--- src/rtl/vpr_pkg.sv ---
package vpr_pkg;

   typedef enum logic [1:0] {
      ACK_EMPTY = 2'd0,
      ACK_SPUR  = 2'd1,
      ACK_GRANT = 2'd2
   } ack_kind_t;

endpackage

--- src/rtl/vpr_top_finder.sv ---
module vpr_top_finder #(
   parameter int N         = 256,
   parameter int W         = 32,
   parameter bit TWO_LEVEL = 1'b1,
   localparam int IW = $clog2(N),
   localparam int NW = N / W,
   localparam int WW = $clog2(W)
) (
   input  logic [N-1:0]  bits,
   output logic          any,
   output logic [IW-1:0] idx
);

   if ((N % W) != 0) begin : g_bad_split
      $error("vpr_top_finder: N must be a multiple of W");
   end

   if (TWO_LEVEL) begin : g_two_level
      logic [NW-1:0] word_any;
      logic [WW-1:0] word_idx [NW];

      for (genvar g = 0; g < NW; g++) begin : g_word
         always_comb begin
            word_any[g] = 1'b0;
            word_idx[g] = '0;
            for (int b = 0; b < W; b++) begin
               if (bits[g*W + b]) begin
                  word_any[g] = 1'b1;
                  word_idx[g] = WW'(b);
               end
            end
         end
      end

      always_comb begin
         any = 1'b0;
         idx = '0;
         for (int w = 0; w < NW; w++) begin
            if (word_any[w]) begin
               any = 1'b1;
               idx = IW'(w * W) + IW'(word_idx[w]);
            end
         end
      end
   end else begin : g_flat
      always_comb begin
         any = 1'b0;
         idx = '0;
         for (int i = 0; i < N; i++) begin
            if (bits[i]) begin
               any = 1'b1;
               idx = IW'(i);
            end
         end
      end
   end

   always_comb begin
      if (any) begin
         a_r2_top_is_set: assert (bits[idx]);
         a_r2_nothing_above: assert ((bits >> idx) == N'(1));
      end
   end

endmodule

--- src/rtl/vpr_prio_calc.sv ---
module vpr_prio_calc #(
   parameter int VW = 8,
   parameter int CW = 4,
   localparam int LW = VW - CW
) (
   input  logic [VW-1:0] tpr,
   input  logic          isr_any,
   input  logic [VW-1:0] isr_top,
   output logic [VW-1:0] ppr
);

   if (CW < 1 || CW >= VW) begin : g_bad_class
      $error("vpr_prio_calc: class width must be between 1 and VW-1");
   end

   logic [CW-1:0] isr_class;

   always_comb begin
      isr_class = isr_any ? isr_top[VW-1:LW] : '0;
      if (tpr[VW-1:LW] >= isr_class) ppr = tpr;
      else                           ppr = {isr_class, {LW{1'b0}}};
   end

endmodule

--- src/rtl/vec_prio_resolver.sv ---
module vec_prio_resolver
   import vpr_pkg::*;
#(
   parameter int NVEC       = 256,
   parameter int WORD       = 32,
   parameter int CLASS_BITS = 4,
   parameter bit TWO_LEVEL  = 1'b1,
   localparam int VW = $clog2(NVEC),
   localparam int LW = VW - CLASS_BITS
) (
   input  logic          clk,
   input  logic          rst_n,
   input  logic          set_valid,
   input  logic [VW-1:0] set_vector,
   input  logic          set_level,
   input  logic          ack_req,
   output logic          ack_valid,
   output logic [VW-1:0] ack_vector,
   output logic          ack_none,
   output logic          ack_level,
   input  logic          eoi,
   input  logic          tpr_we,
   input  logic [VW-1:0] tpr_wdata,
   input  logic          svr_we,
   input  logic [VW:0]   svr_wdata,
   output logic          irq_pending,
   output logic [VW-1:0] ppr
);

   if ((NVEC & (NVEC - 1)) != 0) begin : g_bad_nvec
      $error("vec_prio_resolver: NVEC must be a power of two");
   end

   localparam logic [VW:0] SVR_RESET = {1'b0, {VW{1'b1}}};

   logic [NVEC-1:0] irr_q, isr_q, tmr_q;
   logic [NVEC-1:0] irr_n, isr_n, tmr_n;
   logic [VW-1:0]   tpr_q;
   logic [VW:0]     svr_q;
   logic            irr_any, isr_any;
   logic [VW-1:0]   irr_top, isr_top;
   ack_kind_t       kind;
   logic            grant, eoi_do;

   vpr_top_finder #(.N(NVEC), .W(WORD), .TWO_LEVEL(TWO_LEVEL)) u_irr_find (
      .bits(irr_q), .any(irr_any), .idx(irr_top)
   );

   vpr_top_finder #(.N(NVEC), .W(WORD), .TWO_LEVEL(TWO_LEVEL)) u_isr_find (
      .bits(isr_q), .any(isr_any), .idx(isr_top)
   );

   vpr_prio_calc #(.VW(VW), .CW(CLASS_BITS)) u_prio (
      .tpr(tpr_q), .isr_any(isr_any), .isr_top(isr_top), .ppr(ppr)
   );

   always_comb begin
      if (!irr_any)                                kind = ACK_EMPTY;
      else if (tpr_q != '0 && irr_top <= tpr_q)    kind = ACK_SPUR;
      else                                         kind = ACK_GRANT;
   end

   assign grant  = ack_req && (kind == ACK_GRANT);
   assign eoi_do = eoi && isr_any;

   always_comb begin
      irr_n = irr_q;
      isr_n = isr_q;
      tmr_n = tmr_q;
      if (grant)     irr_n[irr_top]    = 1'b0;
      if (set_valid) irr_n[set_vector] = 1'b1;
      if (set_valid) tmr_n[set_vector] = set_level;
      if (eoi_do)    isr_n[isr_top]    = 1'b0;
      if (grant)     isr_n[irr_top]    = 1'b1;
   end

   always_ff @(posedge clk) begin
      if (!rst_n) begin
         irr_q      <= '0;
         isr_q      <= '0;
         tmr_q      <= '0;
         tpr_q      <= '0;
         svr_q      <= SVR_RESET;
         ack_valid  <= 1'b0;
         ack_vector <= '0;
         ack_none   <= 1'b0;
         ack_level  <= 1'b0;
      end else begin
         irr_q     <= irr_n;
         isr_q     <= isr_n;
         tmr_q     <= tmr_n;
         if (tpr_we) tpr_q <= tpr_wdata;
         if (svr_we) svr_q <= svr_wdata;
         ack_valid <= ack_req;
         if (ack_req) begin
            unique case (kind)
               ACK_EMPTY: begin
                  ack_vector <= '0;
                  ack_none   <= 1'b1;
                  ack_level  <= 1'b0;
               end
               ACK_SPUR: begin
                  ack_vector <= svr_q[VW-1:0];
                  ack_none   <= 1'b0;
                  ack_level  <= 1'b0;
               end
               default: begin
                  ack_vector <= irr_top;
                  ack_none   <= 1'b0;
                  ack_level  <= tmr_q[irr_top];
               end
            endcase
         end
      end
   end

   assign irq_pending = svr_q[VW] && irr_any &&
                        ((ppr == '0) || (irr_top[VW-1:LW] > ppr[VW-1:LW]));

   // reply one cycle after request
   a_r11_ack_follows_req: assert property (@(posedge clk) disable iff (!rst_n)
      ack_req |=> ack_valid);

   // pending requires the software enable
   a_r4_pend_needs_enable: assert property (@(posedge clk) disable iff (!rst_n)
      irq_pending |-> svr_q[VW]);

   // a lone end-of-interrupt removes exactly one in-service vector
   a_r9_eoi_single: assert property (@(posedge clk) disable iff (!rst_n)
      (eoi && !ack_req && isr_q != '0) |=>
         ($countones(isr_q) == $past($countones(isr_q)) - 1));

   // a "nothing pending" reply means the request set was empty
   a_r8_none_means_empty: assert property (@(posedge clk) disable iff (!rst_n)
      (ack_valid && ack_none) |-> $past(irr_q == '0));

endmodule

--- config.mk ---
export PLATFORM = sky130hd
export DESIGN_NAME = vec_prio_resolver
export DESIGN_NICKNAME = d
export VERILOG_FILES = /design/src/rtl/vpr_pkg.sv /design/src/rtl/vpr_top_finder.sv /design/src/rtl/vpr_prio_calc.sv /design/src/rtl/vec_prio_resolver.sv
export SDC_FILE = /design/constraint.sdc
export NUM_CORES = 2
export LEC_CHECK = 0
export BUFFER_PORTS_ARGS = -buffer_cell sky130_fd_sc_hd__buf_4
export CAP_MARGIN = 25
export CORE_MARGIN = 1
export CORE_UTILIZATION = 40
export CTS_CLUSTER_DIAMETER = 30
export DETAILED_ROUTE_END_ITERATION = 8
export GPL_TIMING_DRIVEN = 0
export PLACE_DENSITY = 0.66
export SLEW_MARGIN = 20
export SYNTH_ARGS = -nofsm -noshare
export SYNTH_HDL_FRONTEND = slang
export SYNTH_SLANG_ARGS = --single-unit
--- constraint.sdc ---
create_clock -name clk -period 9 [get_ports clk]
set_input_delay 2.25 -clock clk [delete_from_list [all_inputs] [get_ports clk]]
set_output_delay 2.25 -clock clk [all_outputs]
set_load 0.05 [all_outputs]
Word level (Yosys, flattened, before mapping) --
Index checks and enable logic that the tools add are counted.
Storage, ports and cells: register bits 796, memories 0, ROM bits 0, input bits 33, latch bits 0, word-level logic and storage cells 1113, RAM bits 0
Cells by class: eq/ne operators 2, shifts and indexed selects 0, multiplexer cells 1060, bitwise operators 6, add/subtract/negate cells 14, $lt $le $gt $ge 9, reductions and logical operators 13, $mul 0, div/mod/pow operators 0
Operators with widths (number):
- 5-bit two-way mux | 258
- 256-bit two-way mux | 4
- 1-bit two-way mux | 550
- 4-bit two-way mux | 129
- 256-bit AND | 2
- 256-bit inverter | 2
- 256-bit bitwise OR | 2
- 256-bit bitwise mux | 1
- 3-bit two-way mux | 64
- 8-bit two-way mux | 15
- 2-bit two-way mux | 34
- 7-bit by 5-bit adder with 8-bit output (first input constant) | 4
- 8-bit by 5-bit adder with 8-bit output (first input constant) | 4
- 8-bit by 9-bit < comparator with 1-bit output (second input constant) | 3
- 1-bit demux with 8-bit select | 3
- 8-bit by 1-bit greater-or-equal comparator with 1-bit output (second input constant) | 3
- 7-bit by 6-bit adder with 8-bit output (first input constant) | 2
- 8-bit one-hot mux with 2 select lines | 1
- 6-bit by 5-bit adder with 7-bit output (first input constant) | 2
- 6-bit by 6-bit adder with 7-bit output (first input constant) | 2
- 1-bit binary-select mux with 8-bit select | 1
- 8-bit <= comparator | 1
- 1-bit logical AND | 8
- 8-bit zero test | 1
- other kinds (8) | 8

Longest topological paths before layout --
depth in word-level cells 49, mapped depth 29, mapped depth without buffers 26

Cells and area by module --
A second synthesis with hierarchy kept.
Unflattened totals: cells, all modules 4756, area, all modules 40018.4 sq um
By module, submodules not included:
- vec_prio_resolver | cells an instance 3637, area each 33673.5 sq um, instances 1, seq. area each 15935.3 sq um
- vpr_top_finder | cells an instance 547, area each 3066.7 sq um, instances 2, seq. area each 0.0 sq um
- vpr_prio_calc | cells an instance 25, area each 211.5 sq um, instances 1, seq. area each 0.0 sq um

Least setup slack after synthesis --
No wires, ideal clock.
path kind reg2out, start register isr_q[104], end output port irq_pending, setup slack 1.232 ns, data arrival time 5.518 ns, stages on the path, launching flop included 28, cells stage by stage dfxtp_1 > nor4_1 > nand4_1 > or2_2 > clkbuf_1 > nor2_1 > a211o_1 > a21oi_1 > o21ai_0 > a21oi_1 > nor2_1 > inv_1 > ha_1 > nand2b_1 > a21o_1 > a21o_1 > a21oi_1 > clkbuf_1 > nor2_1 > a21oi_1 > ha_1 > nor2b_1 > o21ai_0 > nand2b_1 > a21oi_1 > a41o_1 > o21ai_0 > and3_1
Between the ends: longest elaborated chain between the ends 36, elaborated cells between the ends (all ways) 66
RTL lines:
- start: declaration | RTL line vec_prio_resolver.sv:36 | logic [NVEC-1:0] irr_q, isr_q, tmr_q;
- start signal: assignment | RTL line vec_prio_resolver.sv:90 | isr_q <= isr_n;
- 4-bit two-way mux (8 in a row) | RTL line vpr_top_finder.sv:27 | if (bits[g*W + b]) begin
- 5-bit two-way mux (16 in a row) | RTL line vpr_top_finder.sv:27
- 7-bit by 5-bit adder with 8-bit output | RTL line vpr_top_finder.sv:41 | idx = IW'(w * W) + IW'(word_idx[w]);
- 8-bit two-way mux (5 in a row) | RTL line vpr_top_finder.sv:39 | if (word_any[w]) begin
- 4-bit two-way mux (*) | RTL line vpr_prio_calc.sv:19 | isr_class = isr_any ? isr_top[VW-1:LW] : '0;
- 4-bit greater-or-equal comparator | RTL line vpr_prio_calc.sv:20 | if (tpr[VW-1:LW] >= isr_class) ppr = tpr;
- 8-bit two-way mux (*) | RTL line vpr_prio_calc.sv:20
- via ppr[4] | RTL line vec_prio_resolver.sv:27 | output logic [VW-1:0] ppr
- 4-bit greater-than comparator or 8-bit zero test (tied branches) | RTL line vec_prio_resolver.sv:118 | ((ppr == '0) || (irr_top[VW-1:LW] > ppr[VW-1:LW]));
- 1-bit logical OR (*) | RTL line vec_prio_resolver.sv:118
- 1-bit logical AND (*) | RTL line vec_prio_resolver.sv:117 | assign irq_pending = svr_q[VW] && irr_any &&
- end: declaration | RTL line vec_prio_resolver.sv:26 | output logic irq_pending,
Mark *: on every way through the listed nets, which the timed path passes. The rest lies on a longest branch.

Final worst setup path --
start register isr_q[136], end output port irq_pending
Between the ends: longest elaborated chain between the ends 35, elaborated cells between the ends (all ways) 64
RTL lines (RTL line):
- 4-bit two-way mux (8 in a row) | vpr_top_finder.sv:27
- 5-bit two-way mux (16 in a row) | vpr_top_finder.sv:27
- 8-bit by 5-bit adder with 8-bit output | vpr_top_finder.sv:41
- 8-bit two-way mux (4 in a row) | vpr_top_finder.sv:39
- 4-bit two-way mux (*) | vpr_prio_calc.sv:19
- 4-bit greater-or-equal comparator | vpr_prio_calc.sv:20
- 8-bit two-way mux (*) | vpr_prio_calc.sv:20
- 4-bit greater-than comparator or 8-bit zero test (tied branches) | vec_prio_resolver.sv:118
- 1-bit logical OR (*) | vec_prio_resolver.sv:118
- 1-bit logical AND (*) | vec_prio_resolver.sv:117
Every way passes the cells marked *; elsewhere a longest branch is shown, timed or not.

==> flow_metrics.env <==
export IMPL_cap_violations=0
export IMPL_status="finished, final reports clean"
export IMPL_cts_tree="yes"
export IMPL_synthesis_instances=5296
export IMPL_hold_path_depth=2
export IMPL_hp_start="tmr_q[114]$_SDFFE_PN0P_"
export IMPL_synth_cell_types=83
export IMPL_fin_skew_ns=0.0318
export IMPL_clk_path_buf_depth=3
export IMPL_async_flop_share_pct=0
export IMPL_final_antenna_net_count=0
export IMPL_leakage_nw=16.8
export IMPL_grt_max_degree=17
export IMPL_hold_violations=0
export IMPL_numPortBuffers=48
export IMPL_layoutNonFillerInstCount=7045
export IMPL_rows=114
export IMPL_overflow=0
export IMPL_synthFlopType="dfxtp_1"
export IMPL_grt_pass1_wl_mm=320
export IMPL_hpwl_mm=179
export IMPL_yosysWarnings=0
export IMPL_layout_common_cells="1018 x nand2_1, 796 x dfxtp_1, 627 x a21oi_1"
export IMPL_critPathCaptureType="primary output"
export IMPL_worst_path_max_fanout=10
export IMPL_fp_dieW_um=316
export IMPL_maxSlewViolCount=0
export IMPL_clk_latency_ns=0.81
export IMPL_critPathRequiredTime_ns=6.75
export IMPL_via_count=47200
export IMPL_arrival_ns=6.59
export IMPL_grt_pass1_vias=41800
export IMPL_drt_iter0_markers=8572
export IMPL_fill_cells=9711
export IMPL_cts_root_buf="clkbuf_16"
export IMPL_drt_first_pass_iters=8
export IMPL_register_area_um2=15900
export IMPL_placed_cell_area_um2=41800
export IMPL_initial_core_util_pct=40.6
export IMPL_cp_start_kind="flop"
export IMPL_synth_avg_cell_area_um2=7.47
export IMPL_htreeDepth=4
export IMPL_drt_wl_total_mm=236
export IMPL_final_setup_tns_ns=0
export IMPL_fin_hold_ws_ns=0.454
export IMPL_seq_area_frac_synth_pct=40.3
export IMPL_gp_congestion=1.06
export IMPL_reg2reg_slack_ns=0.32
export IMPL_drc=0
export IMPL_power_per_cell_area_nw_per_um2=270
export IMPL_via_per_inst=6.70
export IMPL_setup_viol=0
export IMPL_tritoncts_num_buffers=206
export IMPL_fmax_mhz=113
export IMPL_clk_pin_slew_ns=0.05
export IMPL_crit_type="reg2out"
export IMPL_r2r_end="isr_q[212]$_SDFF_PN0_"
export IMPL_die_area_um2=100000
export IMPL_layout_commonest_cell="nand2_1"
export IMPL_holdPathEnd="tmr_q[114]$_SDFFE_PN0P_"
export IMPL_min_path_type="reg2reg"
export IMPL_timing_rr_start="irr_q[236]$_SDFF_PN0_"
export IMPL_total_power_mw=13.3
export IMPL_finalNetCount=5637
export IMPL_clkSinkCount=796
export IMPL_syn_nets=5345
export IMPL_synth_edf_count=0
export IMPL_multi_input_area_um2=21900
export IMPL_place_inst=6645
export IMPL_period_share_pct=98.2
export IMPL_io_pins=53
export IMPL_fin_area_um2=49500
export IMPL_wl_per_cell_um=33.4
export IMPL_irDropWorstVdd_mv=0.229
export IMPL_drive_gt1_share_pct=9.89
export IMPL_area_delta_synth_final_pct=25.1
export IMPL_globalRouteTotalUtil_pct=45.6
export IMPL_core_um2=97300
export IMPL_ys_seq_elements=796
export IMPL_maxSlewHeadroom_pct=12.6
export IMPL_finalCriticalPeriod_ns=8.84
export IMPL_antenna_found_initial=11
export IMPL_synth_cell_area_um2=39500
export IMPL_die_h_um=316
export IMPL_rr_worst_depth=25
export IMPL_tightest_slew_ns=1.30
==> sequential cells by signal, indices dropped and copies added (netlist names) <==
name	count
ack_level	1
ack_none	1
ack_valid	1
ack_vector	8
irr_q	256
isr_q	256
svr_q	9
tmr_q	256
tpr_q	8
==> cell usage after synthesis, types with 48 or more instances <==
master | n | share of area, %
a41oi_1 | 129 | 2.9
a22oi_1 | 91 | 1.7
nor3_1 | 88 | 1.1
nor2_1 | 510 | 4.8
nand3_1 | 273 | 3.5
nand2_1 | 1019 | 9.7
nor4_1 | 137 | 2.2
o21ai_0 | 275 | 3.5
mux2i_1 | 103 | 2.6
dfxtp_1 | 796 | 40
clkbuf_1 | 341 | 3.2
inv_1 | 108 | 1.0
a21oi_1 | 634 | 8.0
o31ai_1 | 48 | 0.91
a311oi_1 | 113 | 2.5
==> cells by family after synthesis <==
| family | share of synthesized area [%] |
|---|---|
| flops | 40.3 |
| mux | 2.61 |
| compound gates | 25.7 |
| buf+inv | 5.03 |
| simple gates | 25.8 |
| fa+ha+maj | 0.506 |
==> critical path, stage by stage, from the launching register on <==
cell,delay [ns]
dfxtp_1,0.35
nor4_1,0.41
nand2_1,0.21
or3_1,0.54
nor3_4,0.39
o21ai_0,0.15
nand2_1,0.09
nand2_1,0.14
nand2_1,0.40
inv_1,0.29
ha_1,0.34
a21o_1,0.15
a21o_1,0.18
a21oi_2,0.23
clkbuf_4,0.25
nor2_1,0.07
a21oi_2,0.18
ha_1,0.28
nor2b_1,0.13
o21ai_0,0.15
nand2b_1,0.07
a21oi_1,0.14
a41o_1,0.11
o21ai_0,0.13
and3_1,0.21
buf_4,0.19
==> final cells by class <==
cell class	count	share of cell area, %
clock buffers	263	11.6
flip-flops and latches	796	32.2
repair buffers	85	1.47
diodes	4	0.0202
inverters	113	0.862
plain buffers	394	3.19
well taps	1276	3.23
clock inverters	122	3.24
multi-input cells	3992	44.2
==> through the flow <==
stage,utilization (%),setup WS [ns]
after floorplan,-,1.23
after global placement,42.7,-1.19
after detailed placement,43.0,-0.632
after CTS,50.7,0.0526
after global routing,50.9,-0.0170
final,50.9,0.163
==> routing by layer <==
| layer | up-vias | wire (µm) | share of wire, % | GRT usage, % |
|---|---|---|---|---|
| met1 | 22300 | 92000 | 39 | 60.5 |
| met3 | 935 | 35800 | 15 | 17.7 |
| met4 | 24 | 17100 | 7.3 | 29.2 |
| met2 | 4015 | 90500 | 38 | 60.8 |
| li1 | 20000 | - | - | - |
| met5 | - | 193 | 0.082 | 0.473 |
==> worst max path at each step <==
stage	endpoint	from	slack, ns	cells after the start
global route	irq_pending	isr_q[63]$_SDFF_PN0_	-0.02	25
CTS	isr_q[212]$_SDFF_PN0_	irr_q[252]$_SDFF_PN0_	0.05	26
detailed placement	irq_pending	isr_q[127]$_SDFF_PN0_	-0.63	28
finish	irq_pending	isr_q[136]$_SDFF_PN0_	0.16	25
floorplan	irq_pending	isr_q[104]$_SDFF_PN0_	1.23	27
global placement	isr_q[151]$_SDFF_PN0_	irr_q[252]$_SDFF_PN0_	-1.19	24
==> power breakdown <==
group          leakage, nW  total, mW  internal, mW  switching (mW)
Sequential            6.41       3.57          3.55          0.0146
Clock                 3.57       7.79          5.34            2.45
Combinational         6.77       1.98         0.411            1.57
==> timing repair <==
action | in CTS | in global routing
gates cloned | 0 | 0
endpoints found under the setup margin | 155 | 117
resized for setup | 26 | 14
hold buffers | 0 | 0
setup buffers | 1 | 5
pin swaps | 1 | 5
No activity file was read; power rests on OpenSTA's default activity.
